## src/rtl/fir_pkg.sv

```systemverilog
package fir_pkg;
  // strobes sent from sequencing control to the arithmetic datapath
  typedef struct packed {
    logic clear;  // new run accepted: zero the accumulator
    logic mac;    // a product is valid this cycle
    logic emit;   // this product completes the current output
  } fir_ctl_t;
endpackage

```

## src/rtl/fir_idx_counter.sv

```systemverilog
module fir_idx_counter #(
  parameter int W = 5
) (
  input  logic         clk,
  input  logic         rstN,
  input  logic         clr,
  input  logic         inc,
  output logic [W-1:0] cnt
);
  always_ff @(posedge clk) begin
    if (!rstN)    cnt <= '0;
    else if (clr) cnt <= '0;
    else if (inc) cnt <= cnt + 1'b1;
  end
endmodule

```

## src/rtl/fir_ctrl.sv

```systemverilog
module fir_ctrl #(
  parameter int NUM_POINTS = 21,
  parameter int IDX_W      = $clog2(NUM_POINTS)
) (
  input  logic                clk,
  input  logic                rstN,
  input  logic                start,
  output logic [IDX_W-1:0]    outIdx,
  output logic [IDX_W-1:0]    tapIdx,
  output logic                running,
  output logic                done,
  output fir_pkg::fir_ctl_t   ctl
);
  localparam logic [IDX_W-1:0] LAST_IDX = IDX_W'(NUM_POINTS - 1);

  logic startGo, idxMatch, lastOut, emitNow;

  assign startGo  = start && !running;
  assign idxMatch = (tapIdx == outIdx);
  assign lastOut  = (outIdx == LAST_IDX);
  assign emitNow  = running && idxMatch;

  fir_idx_counter #(.W(IDX_W)) u_outCnt (
    .clk (clk), .rstN(rstN),
    .clr (startGo),
    .inc (emitNow && !lastOut),
    .cnt (outIdx)
  );

  fir_idx_counter #(.W(IDX_W)) u_tapCnt (
    .clk (clk), .rstN(rstN),
    .clr (startGo || emitNow),
    .inc (running && !idxMatch),
    .cnt (tapIdx)
  );

  always_ff @(posedge clk) begin
    if (!rstN) begin
      running <= 1'b0;
      done    <= 1'b0;
    end else if (startGo) begin
      running <= 1'b1;
      done    <= 1'b0;
    end else if (emitNow && lastOut) begin
      running <= 1'b0;
      done    <= 1'b1;
    end
  end

  always_comb begin
    ctl.clear = startGo;
    ctl.mac   = running;
    ctl.emit  = emitNow;
  end

  // tap index never overtakes the output index (triangular sweep)
  p_tap_le_out_r3: assert property (@(posedge clk) disable iff (!rstN)
    running |-> (tapIdx <= outIdx));
  // output index stays inside the filter length
  p_out_bound_r2: assert property (@(posedge clk) disable iff (!rstN)
    outIdx <= LAST_IDX);
  // the run stops right after the last output
  p_stop_after_last_r2: assert property (@(posedge clk) disable iff (!rstN)
    (emitNow && lastOut) |=> (!running && done));
  // done is held until a new start
  p_done_hold_r8: assert property (@(posedge clk) disable iff (!rstN)
    (done && !start) |=> done);
endmodule

```

## src/rtl/fir_datapath.sv

```systemverilog
module fir_datapath #(
  parameter int NUM_POINTS = 21,
  parameter int IDX_W      = $clog2(NUM_POINTS),
  parameter int DATA_W     = 8,
  parameter int ACC_W      = 16
) (
  input  logic                 clk,
  input  logic                 rstN,
  input  fir_pkg::fir_ctl_t    ctl,
  input  logic                 running,
  input  logic [IDX_W-1:0]     outIdx,
  input  logic [IDX_W-1:0]     tapIdx,
  input  logic                 wrEn,
  input  logic                 wrSel,
  input  logic [IDX_W-1:0]     wrAddr,
  input  logic [DATA_W-1:0]    wrData,
  output logic                 outValid,
  output logic [ACC_W-1:0]     outData
);
  localparam int PROD_W = 2 * DATA_W;

  logic [DATA_W-1:0] sampleMem [NUM_POINTS];
  logic [DATA_W-1:0] coefMem   [NUM_POINTS];
  logic              wrOk;

  assign wrOk = wrEn && !running &&
                ({1'b0, wrAddr} < (IDX_W+1)'(NUM_POINTS));

  for (genvar i = 0; i < NUM_POINTS; i++) begin : g_store
    always_ff @(posedge clk) begin
      if (!rstN) begin
        sampleMem[i] <= '0;
        coefMem[i]   <= '0;
      end else if (wrOk && wrAddr == IDX_W'(i)) begin
        if (wrSel) coefMem[i]   <= wrData;
        else       sampleMem[i] <= wrData;
      end
    end
  end

  logic [IDX_W-1:0]  sampleAddr;
  logic [DATA_W-1:0] xVal, hVal, xMag, hMag;
  logic [PROD_W-1:0] magProd;
  logic [ACC_W-1:0]  prodExt, prodSigned, accReg, sumNext;
  logic              prodNeg;

  assign sampleAddr = outIdx - tapIdx;
  assign xVal       = sampleMem[sampleAddr];
  assign hVal       = coefMem[tapIdx];
  assign xMag       = xVal[DATA_W-1] ? (~xVal + 1'b1) : xVal;
  assign hMag       = hVal[DATA_W-1] ? (~hVal + 1'b1) : hVal;
  assign magProd    = PROD_W'(xMag) * PROD_W'(hMag);
  assign prodNeg    = xVal[DATA_W-1] ^ hVal[DATA_W-1];
  assign prodExt    = ACC_W'(magProd);
  assign prodSigned = prodNeg ? (~prodExt + 1'b1) : prodExt;
  assign sumNext    = accReg + prodSigned;

  always_ff @(posedge clk) begin
    if (!rstN) begin
      accReg   <= '0;
      outData  <= '0;
      outValid <= 1'b0;
    end else begin
      outValid <= 1'b0;
      if (ctl.clear) begin
        accReg <= '0;
      end else if (ctl.mac) begin
        if (ctl.emit) begin
          outData  <= sumNext;
          outValid <= 1'b1;
          accReg   <= '0;
        end else begin
          accReg <= sumNext;
        end
      end
    end
  end

  // valid is a single-cycle pulse
  p_valid_pulse_r7: assert property (@(posedge clk) disable iff (!rstN)
    outValid |=> !outValid);
  // result register only moves on an emit strobe
  p_out_hold_r7: assert property (@(posedge clk) disable iff (!rstN)
    !ctl.emit |=> $stable(outData));
  // every output starts from an empty accumulator
  p_acc_clear_r6: assert property (@(posedge clk) disable iff (!rstN)
    (ctl.emit || ctl.clear) |=> (accReg == '0));
endmodule

```

## src/rtl/fir_conv_seq.sv

```systemverilog
module fir_conv_seq #(
  parameter int NUM_POINTS = 21,
  parameter int DATA_W     = 8,
  parameter int ACC_W      = 16,
  localparam int IDX_W     = $clog2(NUM_POINTS)
) (
  input  logic              clk,
  input  logic              rstN,
  input  logic              start,
  input  logic              wrEn,
  input  logic              wrSel,
  input  logic [IDX_W-1:0]  wrAddr,
  input  logic [DATA_W-1:0] wrData,
  output logic              outValid,
  output logic [ACC_W-1:0]  outData,
  output logic              done
);
  fir_pkg::fir_ctl_t ctl;
  logic [IDX_W-1:0]  outIdx, tapIdx;
  logic              running;

  fir_ctrl #(.NUM_POINTS(NUM_POINTS), .IDX_W(IDX_W)) u_ctrl (
    .clk(clk), .rstN(rstN), .start(start),
    .outIdx(outIdx), .tapIdx(tapIdx),
    .running(running), .done(done), .ctl(ctl)
  );

  fir_datapath #(.NUM_POINTS(NUM_POINTS), .IDX_W(IDX_W),
                 .DATA_W(DATA_W), .ACC_W(ACC_W)) u_dp (
    .clk(clk), .rstN(rstN), .ctl(ctl), .running(running),
    .outIdx(outIdx), .tapIdx(tapIdx),
    .wrEn(wrEn), .wrSel(wrSel), .wrAddr(wrAddr), .wrData(wrData),
    .outValid(outValid), .outData(outData)
  );

  // done rises together with the final valid pulse
  p_done_with_last_r8: assert property (@(posedge clk) disable iff (!rstN)
    $rose(done) |-> outValid);
endmodule

```

## config.mk

```make
export PLATFORM = sky130hd
export DESIGN_NAME = fir_conv_seq
export DESIGN_NICKNAME = d
export VERILOG_FILES = /design/src/rtl/fir_pkg.sv /design/src/rtl/fir_idx_counter.sv /design/src/rtl/fir_ctrl.sv /design/src/rtl/fir_datapath.sv /design/src/rtl/fir_conv_seq.sv
export SDC_FILE = /design/constraint.sdc
export NUM_CORES = 1
export LEC_CHECK = 0
export BUFFER_PORTS_ARGS = -buffer_cell sky130_fd_sc_hd__buf_4
export CAP_MARGIN = 5
export CORE_MARGIN = 3
export CORE_UTILIZATION = 55
export DETAILED_ROUTE_END_ITERATION = 8
export PLACE_DENSITY_LB_ADDON = 0.05
export RECOVER_POWER = 50
export SETUP_SLACK_MARGIN = 0.05
export SYNTH_ARGS = -nofsm -noshare
export SYNTH_HDL_FRONTEND = slang
export SYNTH_SLANG_ARGS = --single-unit
export TNS_END_PERCENT = 20
```

## constraint.sdc

```tcl
create_clock -name clk -period 15.5 [get_ports clk]
set_input_delay 3.1 -clock clk [delete_from_list [all_inputs] [get_ports clk]]
set_output_delay 3.1 -clock clk [all_outputs]
set_load 0.01 [all_outputs]
```

# Word-level counts from Yosys, hierarchy flattened
# Memory sizes are Yosys's and may differ from the RTL's. A register that Yosys moved wholly into a read port is not among the register bits.
# Index checks and enable logic that the tools add are counted.
[op_classes]
eq_ne = 22
addsub = 7
muxes = 180
n_div = 0
n_lt_le_gt_ge = 1
reduce_logical = 38
shifts = 0
bitwise_logic = 49
multipliers = 1
[ops]
columns = ["cell", "n"]
rows = [
  ["two-way mux 8 bit", 44],
  ["two-way mux 1 bit", 132],
  ["OR 1 bit", 42],
  ["equality test 5 x 4 -> 1 bit, second input constant", 8],
  ["two-way mux 16 bit", 2],
  ["equality test 5 bit, second input constant", 6],
  ["logical AND 1 bit", 28],
  ["equality test 5 x 3 -> 1 bit, second input constant", 4],
  ["adder 16 x 1 -> 16 bit, second input constant", 1],
  ["adder 16 bit", 1],
  ["adder 8 x 1 -> 8 bit, second input constant", 2],
  ["multiplier 8 x 8 -> 16 bit", 1],
  ["NOT 16 bit", 1],
  ["NOT 8 bit", 2],
  ["adder 5 x 1 -> 5 bit, second input constant", 2],
  ["equality test 5 x 2 -> 1 bit, second input constant", 2],
  ["two-way mux 5 bit", 2],
  ["equality test 5 x 1 -> 1 bit, second input constant", 1],
  ["equality test 5 bit", 1],
  ["zero test 5 bit", 1],
  ["less-than comparator 5 bit, second input constant", 1],
  ["subtractor 5 bit", 1],
  ["OR reduction 2 bit", 2],
  ["zero test 1 bit", 3],
  ["6 further kinds", 8],
]
[totals]
romBits = 0
latchBits = 0
regBits = 45
ram_bits = 336
input_bits = 18
n_memories = 2
elab_cells = 307
out_inout_bits = 18
[memory_table]
columns = ["name", "depth", "width", "rd", "rd_ports_with_merged_regs", "write_ports", "line_no", "text"]
rows = [
  ["u_dp.coefMem", 21, 8, 1, 1, 21, "fir_datapath.sv:23", "logic [DATA_W-1:0] coefMem [NUM_POINTS];"],
  ["u_dp.sampleMem", 21, 8, 1, 0, 21, "fir_datapath.sv:22", "logic [DATA_W-1:0] sampleMem [NUM_POINTS];"],
]

# Depth between registers and ports, before layout
# An unclocked memory read counts as a cell.
[depth]
word_depth = 11
depth_mapped = 41
ltp_nobuf = 39

# By module
# Synthesis repeated with hierarchy kept, for this count alone.
[unflattened]
hier_cells = 1703
hier_area_um2 = 21090.2
[by_module_without_submodules]
columns = ["mod", "cells_per_inst", "area_per_inst_um2", "seq_area_each_um2", "n_inst"]
rows = [
  ["fir_datapath", 1631, 20395.8, 10750.3, 1],
  ["fir_idx_counter", 23, 239.0, 100.1, 2],
  ["fir_ctrl", 26, 216.5, 40.0, 1],
]

# Worst setup path before layout
# No wires, ideal clock.
[synth_timing]
path_type = "reg2reg"
start = "register u_ctrl.u_outCnt.cnt[0]"
end = "register u_dp.outData[15]"
arrival_ns = 8.887
path_buffers = 2
required_ns = 15.381
path_stages_with_launch = 40
setup_slack_ns = 6.494
setup_time_ns = 0.119
period_less_slack_ns = 9.006
path_cell_list = "dfxtp_1 -> inv_1 -> ha_1 -> inv_1 -> fa_1 -> buf_2 -> clkbuf_1 -> mux4_2 -> mux2i_1 -> nor2_1 -> a21oi_1 -> nor3b_1 -> a21oi_1 -> xnor2_1 -> nor2_1 -> fa_1 -> inv_1 -> fa_1 -> [4 not listed] -> inv_1 -> ha_1 -> nand3_1 -> o22ai_1 -> or2_2 -> a2111o_1 -> o311ai_0 -> a31oi_1 -> xnor2_1 -> ha_1 -> or2_2 -> a21oi_1 -> a31oi_1 -> a21o_1 -> a21oi_1 -> nand3_1 -> o2111ai_1 -> nor2_1"
[synth_between]
elab_chain_cells = 10
elab_cells_between_ends = 14
cone_classes = "4 x add/sub; 1 x mul; 1 x eq/ne; 2 x mux; 3 x bitwise; 2 x reduce/logical; 1 x memory"
[synth_rtl]
columns = ["element", "line_no", "text"]
rows = [
  ["start: declaration", "fir_idx_counter.sv:8", "output logic [W-1:0] cnt"],
  ["start signal: assignment", "fir_idx_counter.sv:13", "else if (inc) cnt <= cnt + 1'b1;"],
  ["subtractor 5 bit", "fir_datapath.sv:47", "assign sampleAddr = outIdx - tapIdx;"],
  ["memory (21 x 8 bit)", "-", ""],
  ["NOT 8 bit", "fir_datapath.sv:50", "assign xMag = xVal[DATA_W-1] ? (~xVal + 1'b1) : xVal;"],
  ["adder 8 x 1 -> 8 bit", "fir_datapath.sv:50", ""],
  ["two-way mux 8 bit", "fir_datapath.sv:50", ""],
  ["multiplier 8 x 8 -> 16 bit", "fir_datapath.sv:52", "assign magProd = PROD_W'(xMag) * PROD_W'(hMag);"],
  ["NOT 16 bit", "fir_datapath.sv:55", "assign prodSigned = prodNeg ? (~prodExt + 1'b1) : prodExt;"],
  ["adder 16 x 1 -> 16 bit", "fir_datapath.sv:55", ""],
  ["two-way mux 16 bit", "fir_datapath.sv:55", ""],
  ["adder 16 bit", "fir_datapath.sv:56", "assign sumNext = accReg + prodSigned;"],
  ["end signal: assignment", "fir_datapath.sv:69", "outData <= sumNext;"],
  ["end: declaration", "fir_datapath.sv:18", "output logic [ACC_W-1:0] outData"],
]
# Several ways; a longest one is shown, not always the timed one.
# A chain may end at the register's enable or synchronous reset.

# Worst setup path after layout
[layout_timing]
start = "register u_ctrl.u_tapCnt.cnt[0]"
end = "register u_dp.outData[15]"
[layout_between]
elab_chain_cells = 10
elab_cells_between_ends = 14
cone_classes = "4 x add/sub; 1 x mul; 1 x eq/ne; 2 x mux; 3 x bitwise; 2 x reduce/logical; 1 x memory"
[layout_rtl]
columns = ["element", "line_no"]
rows = [
  ["start: declaration", "fir_idx_counter.sv:8"],
  ["start signal: assignment", "fir_idx_counter.sv:13"],
  ["subtractor 5 bit", "fir_datapath.sv:47"],
  ["memory (21 x 8 bit)", "-"],
  ["NOT 8 bit", "fir_datapath.sv:50"],
  ["adder 8 x 1 -> 8 bit", "fir_datapath.sv:50"],
  ["two-way mux 8 bit", "fir_datapath.sv:50"],
  ["multiplier 8 x 8 -> 16 bit", "fir_datapath.sv:52"],
  ["NOT 16 bit", "fir_datapath.sv:55"],
  ["adder 16 x 1 -> 16 bit", "fir_datapath.sv:55"],
  ["two-way mux 16 bit", "fir_datapath.sv:55"],
  ["adder 16 bit", "fir_datapath.sv:56"],
]
# Several ways; a longest one is shown, not always the timed one.

==> reports/summary.log <==
INFO  floorplan      die_extent_in_y=200um
INFO  critical_path  crit_path_max_incr_delay=560ps
INFO  timing         drv_slew=70
INFO  synth          postSynthAreaPerCell=12.5um^2
INFO  cts            clk_pin_slew_worst_paths=60ps
INFO  cts            clock_path_buffers=3
INFO  power          combinationalPowerShare=44.4%
INFO  synth          synth-edff-count=336
INFO  cts            clock_tree.root_cell=sky130_fd_sc_hd__clkbuf_16
INFO  drt            drt_first_pass_iters=6
INFO  cts            clock_sinks=386
INFO  critical_path  cpMaxStageDelayCell=sky130_fd_sc_hd__fa_1
INFO  final_layout   final_nets=1806
INFO  drt            drt_iter0_drc=993
INFO  power          clock_power_share=24.7%
INFO  power          pwr-share-seq=30.9%
INFO  critical_path  required=15940ps
INFO  final_layout   area.growth.synth_to_final=9.74%
INFO  floorplan      start_util=56.2%
INFO  synth          post-synth-top-area-fraction=48.7%
INFO  timing         setup_total_negative_slack=0ps
INFO  synth          synth_top_area_cell=sky130_fd_sc_hd__edfxtp_1
INFO  timing         fmax=0.0991GHz
INFO  critical_path  regToRegStartpoint=u_ctrl.u_tapCnt.cnt[0]
INFO  synth          synthesis.yosys.warnings=0
INFO  timing         timing.final.hold_violations=0
INFO  final_layout   layout-drive-gt1-share=12.6%
INFO  synth          synthFlopType=sky130_fd_sc_hd__edfxtp_1
INFO  power          internal_power_consumption=2.45mW
INFO  global_route   total_overflow_reported_by_the_global_router=0
INFO  timing         min_period=10090ps
INFO  synth          ys_seq_area_share=53.6%
INFO  final_layout   final_cell_mix=sky130_fd_sc_hd__edfxtp_1 (336), sky130_fd_sc_hd__and2_1 (254), sky130_fd_sc_hd__nor2_1 (142), sky130_fd_sc_hd__mux4_2 (88), sky130_fd_sc_hd__and2_0 (86)
INFO  synth          ys_async_sr_fraction=0%
INFO  power          leakagePower=8.37nW
INFO  floorplan      floorplan.die_area=0.0400mm^2
INFO  critical_path  r2r_end=u_dp.outData[15]
INFO  timing         share_of_the_clock_period_used_by_the_worst_path=65.1%
INFO  cts            clock_tree_from_tritoncts=built
INFO  critical_path  crit_fanout=40
INFO  run            maxCapViolCount=1
INFO  cts            post_cts.resized_instances=0
INFO  final_layout   most_common_cell_after_layout_fill_and_taps_aside=sky130_fd_sc_hd__edfxtp_1
INFO  critical_path  cp-endpoint=u_dp.outData[15]
INFO  critical_path  critPathKind=flip-flop to flip-flop
INFO  placement      gpl.final_weighted_congestion=0.840
INFO  critical_path  worst_setup_path_startpoint=u_ctrl.u_tapCnt.cnt[0]
INFO  drt            drt-wirelength-per-cell=22.1um
INFO  placement      dp_hpwl=32900um
INFO  synth          ys_ff_latch=386
INFO  timing         slew_headroom=-85.9%
INFO  synth          post_syn_nets=1772
INFO  global_route   grt_max_degree=70
INFO  cts            post_cts_setup_inserts=0
INFO  cts            cts.hold.buffers_added=0
INFO  drt            viasPerCell=5.73
INFO  synth          post_synth_num_cell_types=61
INFO  synth          post_synth_main_area_contributors=sky130_fd_sc_hd__edfxtp_1 (49%), sky130_fd_sc_hd__and2_1 (10%), sky130_fd_sc_hd__mux4_2 (9.6%)
INFO  global_route   globalRouteTotalUtil=25.3%
INFO  floorplan      io-pin-count=36
INFO  timing         timing.final.setup_violations=0
INFO  placement      place.port_buffers=35
INFO  global_route   grt_pass1_vias=12900
INFO  drt            wl=49200um
INFO  global_route   grt_pass1_wl=75800um
INFO  power          power_density_over_cell_area=171mW/mm^2
INFO  drt            detail-route-antenna-nets=0
INFO  status         run_status=complete, but fails checks
INFO  placement      postPlaceCellArea=0.0216mm^2
INFO  critical_path  worst_r2r_path_depth=38
INFO  cts            clock_tree.htree_level_count=2
INFO  final_layout   finish.instance_area=0.0227mm^2
INFO  critical_path  critical_path.startpoint_type=flip-flop
INFO  cts            clkLatencyLatePin=560ps
INFO  critical_path  crit_path_end_kind=flip-flop
INFO  critical_path  worst_ep_arrival_time=10530ps
INFO  timing         rsz0062_at_grt=false
INFO  worst_hold_path worst_hold_path_type=flip-flop to flip-flop
INFO  timing         actual_slew_at_the_worst_max_slew_pin=2790ps
INFO  cts            cts_buffers=42
INFO  timing         clock_skew=9.72ps
INFO  floorplan      dieWidth=200um
INFO  synth          synthCells=1655
INFO  power          sw_frac_of_total=36.9%
INFO  synth          cell_area_after_synthesis=0.0207mm^2
INFO  critical_path  rrSetupSlack=5410ps
INFO  drt            routed-via-count=12800
INFO  power          vdd_drop_max=162uV
INFO  status         violations=capacitance limit, slew limit
INFO  global_route   antenna_found_initial=2
INFO  floorplan      placementRows=70
INFO  floorplan      core=0.0369mm^2
INFO  drt            drcViolationCount=0
INFO  power          net-switching-power=1.43mW
-- registers in the layout, indices dropped and copies added, names as in the netlist, named ones only --
register,flops
u_dp.accReg,16
u_ctrl.u_tapCnt.cnt,5
u_ctrl.u_outCnt.cnt,5
u_dp.sampleMem,168
u_dp.outValid,1
u_ctrl.done,1
u_dp.coefMem,168
u_ctrl.running,1
u_dp.outData,16
-- synth_stat cells, types with 3 or more instances --
cell,number
sky130_fd_sc_hd__o21bai_1,5
sky130_fd_sc_hd__or3_1,7
sky130_fd_sc_hd__nand4_1,8
sky130_fd_sc_hd__ha_1,61
sky130_fd_sc_hd__a211oi_1,3
sky130_fd_sc_hd__clkbuf_1,66
sky130_fd_sc_hd__dfxtp_1,50
sky130_fd_sc_hd__inv_1,79
sky130_fd_sc_hd__a21o_1,4
sky130_fd_sc_hd__nand3_1,25
sky130_fd_sc_hd__nor2_1,142
sky130_fd_sc_hd__a21boi_0,12
sky130_fd_sc_hd__a21oi_1,41
sky130_fd_sc_hd__nor2b_1,5
sky130_fd_sc_hd__nor3_1,7
sky130_fd_sc_hd__fa_1,38
sky130_fd_sc_hd__edfxtp_1,336
sky130_fd_sc_hd__and2_1,339
sky130_fd_sc_hd__mux2_2,9
sky130_fd_sc_hd__nand2_1,72
sky130_fd_sc_hd__nor3b_1,3
sky130_fd_sc_hd__or2_2,20
sky130_fd_sc_hd__xor2_1,22
sky130_fd_sc_hd__and3_1,3
sky130_fd_sc_hd__o211ai_1,9
sky130_fd_sc_hd__o21ai_0,65
sky130_fd_sc_hd__buf_2,12
sky130_fd_sc_hd__mux2i_1,25
sky130_fd_sc_hd__buf_4,4
sky130_fd_sc_hd__a22oi_1,10
sky130_fd_sc_hd__buf_1,4
sky130_fd_sc_hd__mux4_2,88
sky130_fd_sc_hd__a31oi_1,9
sky130_fd_sc_hd__xnor2_1,36
-- power groups by stage --
stage / sequential [mW] / clock [mW] / combinational [mW]
floorplan: 1.22 / 0 / 1.36
global placement: 1.22 / 0 / 1.71
detailed placement: 1.22 / 0 / 1.74
CTS: 1.20 / 0.974 / 1.75
global route: 1.20 / 1.01 / 1.97
finish: 1.20 / 0.959 / 1.72
-- layout make-up --
cell class / count / area [um^2]
fillers: 2924 / 14200
flip-flops and latches: 386 / 11100
multi-input cells: 1101 / 8950
clock buffers: 55 / 1160
well taps: 504 / 631
repair buffers: 77 / 424
inverters: 81 / 309
clock inverters: 21 / 146
diodes: 1 / 2.50
-- routing by layer --
metal / wire, um / global-route usage (%) / vias to the layer above
met4: 1280 / 8.14 / 0
met2: 23600 / 41.0 / 361
met3: 3150 / 4.97 / 71
li1: - / - / 5946
met5: 0 / 0 / -
met1: 21200 / 35.0 / 6372
-- cell families (layout without fill, tap and decap cells) --
kind of cell	after synthesis	after routing	share of synthesized area, %
muxes	122	122	11.3
adders and majority gates	99	99	7.36
and+or+nand+nor	643	643	16.8
AOI/OAI and AO/OA	178	178	5.26
DFF	386	386	53.6
other	0	1	0
buffers and inverters	168	234	3.25
xor gates and xnor gates	59	59	2.53
-- worst min-delay path by stage --
stage                           from          endpoint  slack (ps)  cells after the start
floorplan             u_dp.accReg[2]    u_dp.accReg[2]         440                      2
CTS                 u_dp.outData[12]  u_dp.outData[12]         470                      2
detailed placement  u_dp.outData[12]  u_dp.outData[12]         460                      2
finish               u_dp.accReg[14]   u_dp.accReg[14]         470                      2
global placement      u_dp.accReg[0]    u_dp.accReg[0]         450                      2
global route         u_dp.outData[3]   u_dp.outData[3]         490                      2
-- worst max-delay path, delay by kind of cell (launching register included) --
| family | cells | cell delay [ps] |
|---|---|---|
| AND/OR/NAND/NOR | 8 | 1620 |
| XOR/XNOR | 2 | 700 |
| adder cells (fa/ha/maj) | 8 | 3430 |
| multiplexers | 1 | 410 |
| buffers and inverters | 6 | 730 |
| flip-flops | 1 | 400 |
| AO/OA/AOI/OAI | 13 | 2670 |
-- metrics by stage --
stage	utilization (%)	hold slack, ps	total power [mW]	worst slack, ps	cells
after floorplan	-	445	2.58	6490	1655
after global placement	58.5	455	2.93	5730	2149
after detailed placement	58.5	459	2.96	5480	2149
after CTS	62.0	467	3.92	5460	2225
after global routing	61.6	493	4.18	4620	2225
final	61.6	468	3.88	5410	2226
(Power assumes the default switching activity.)
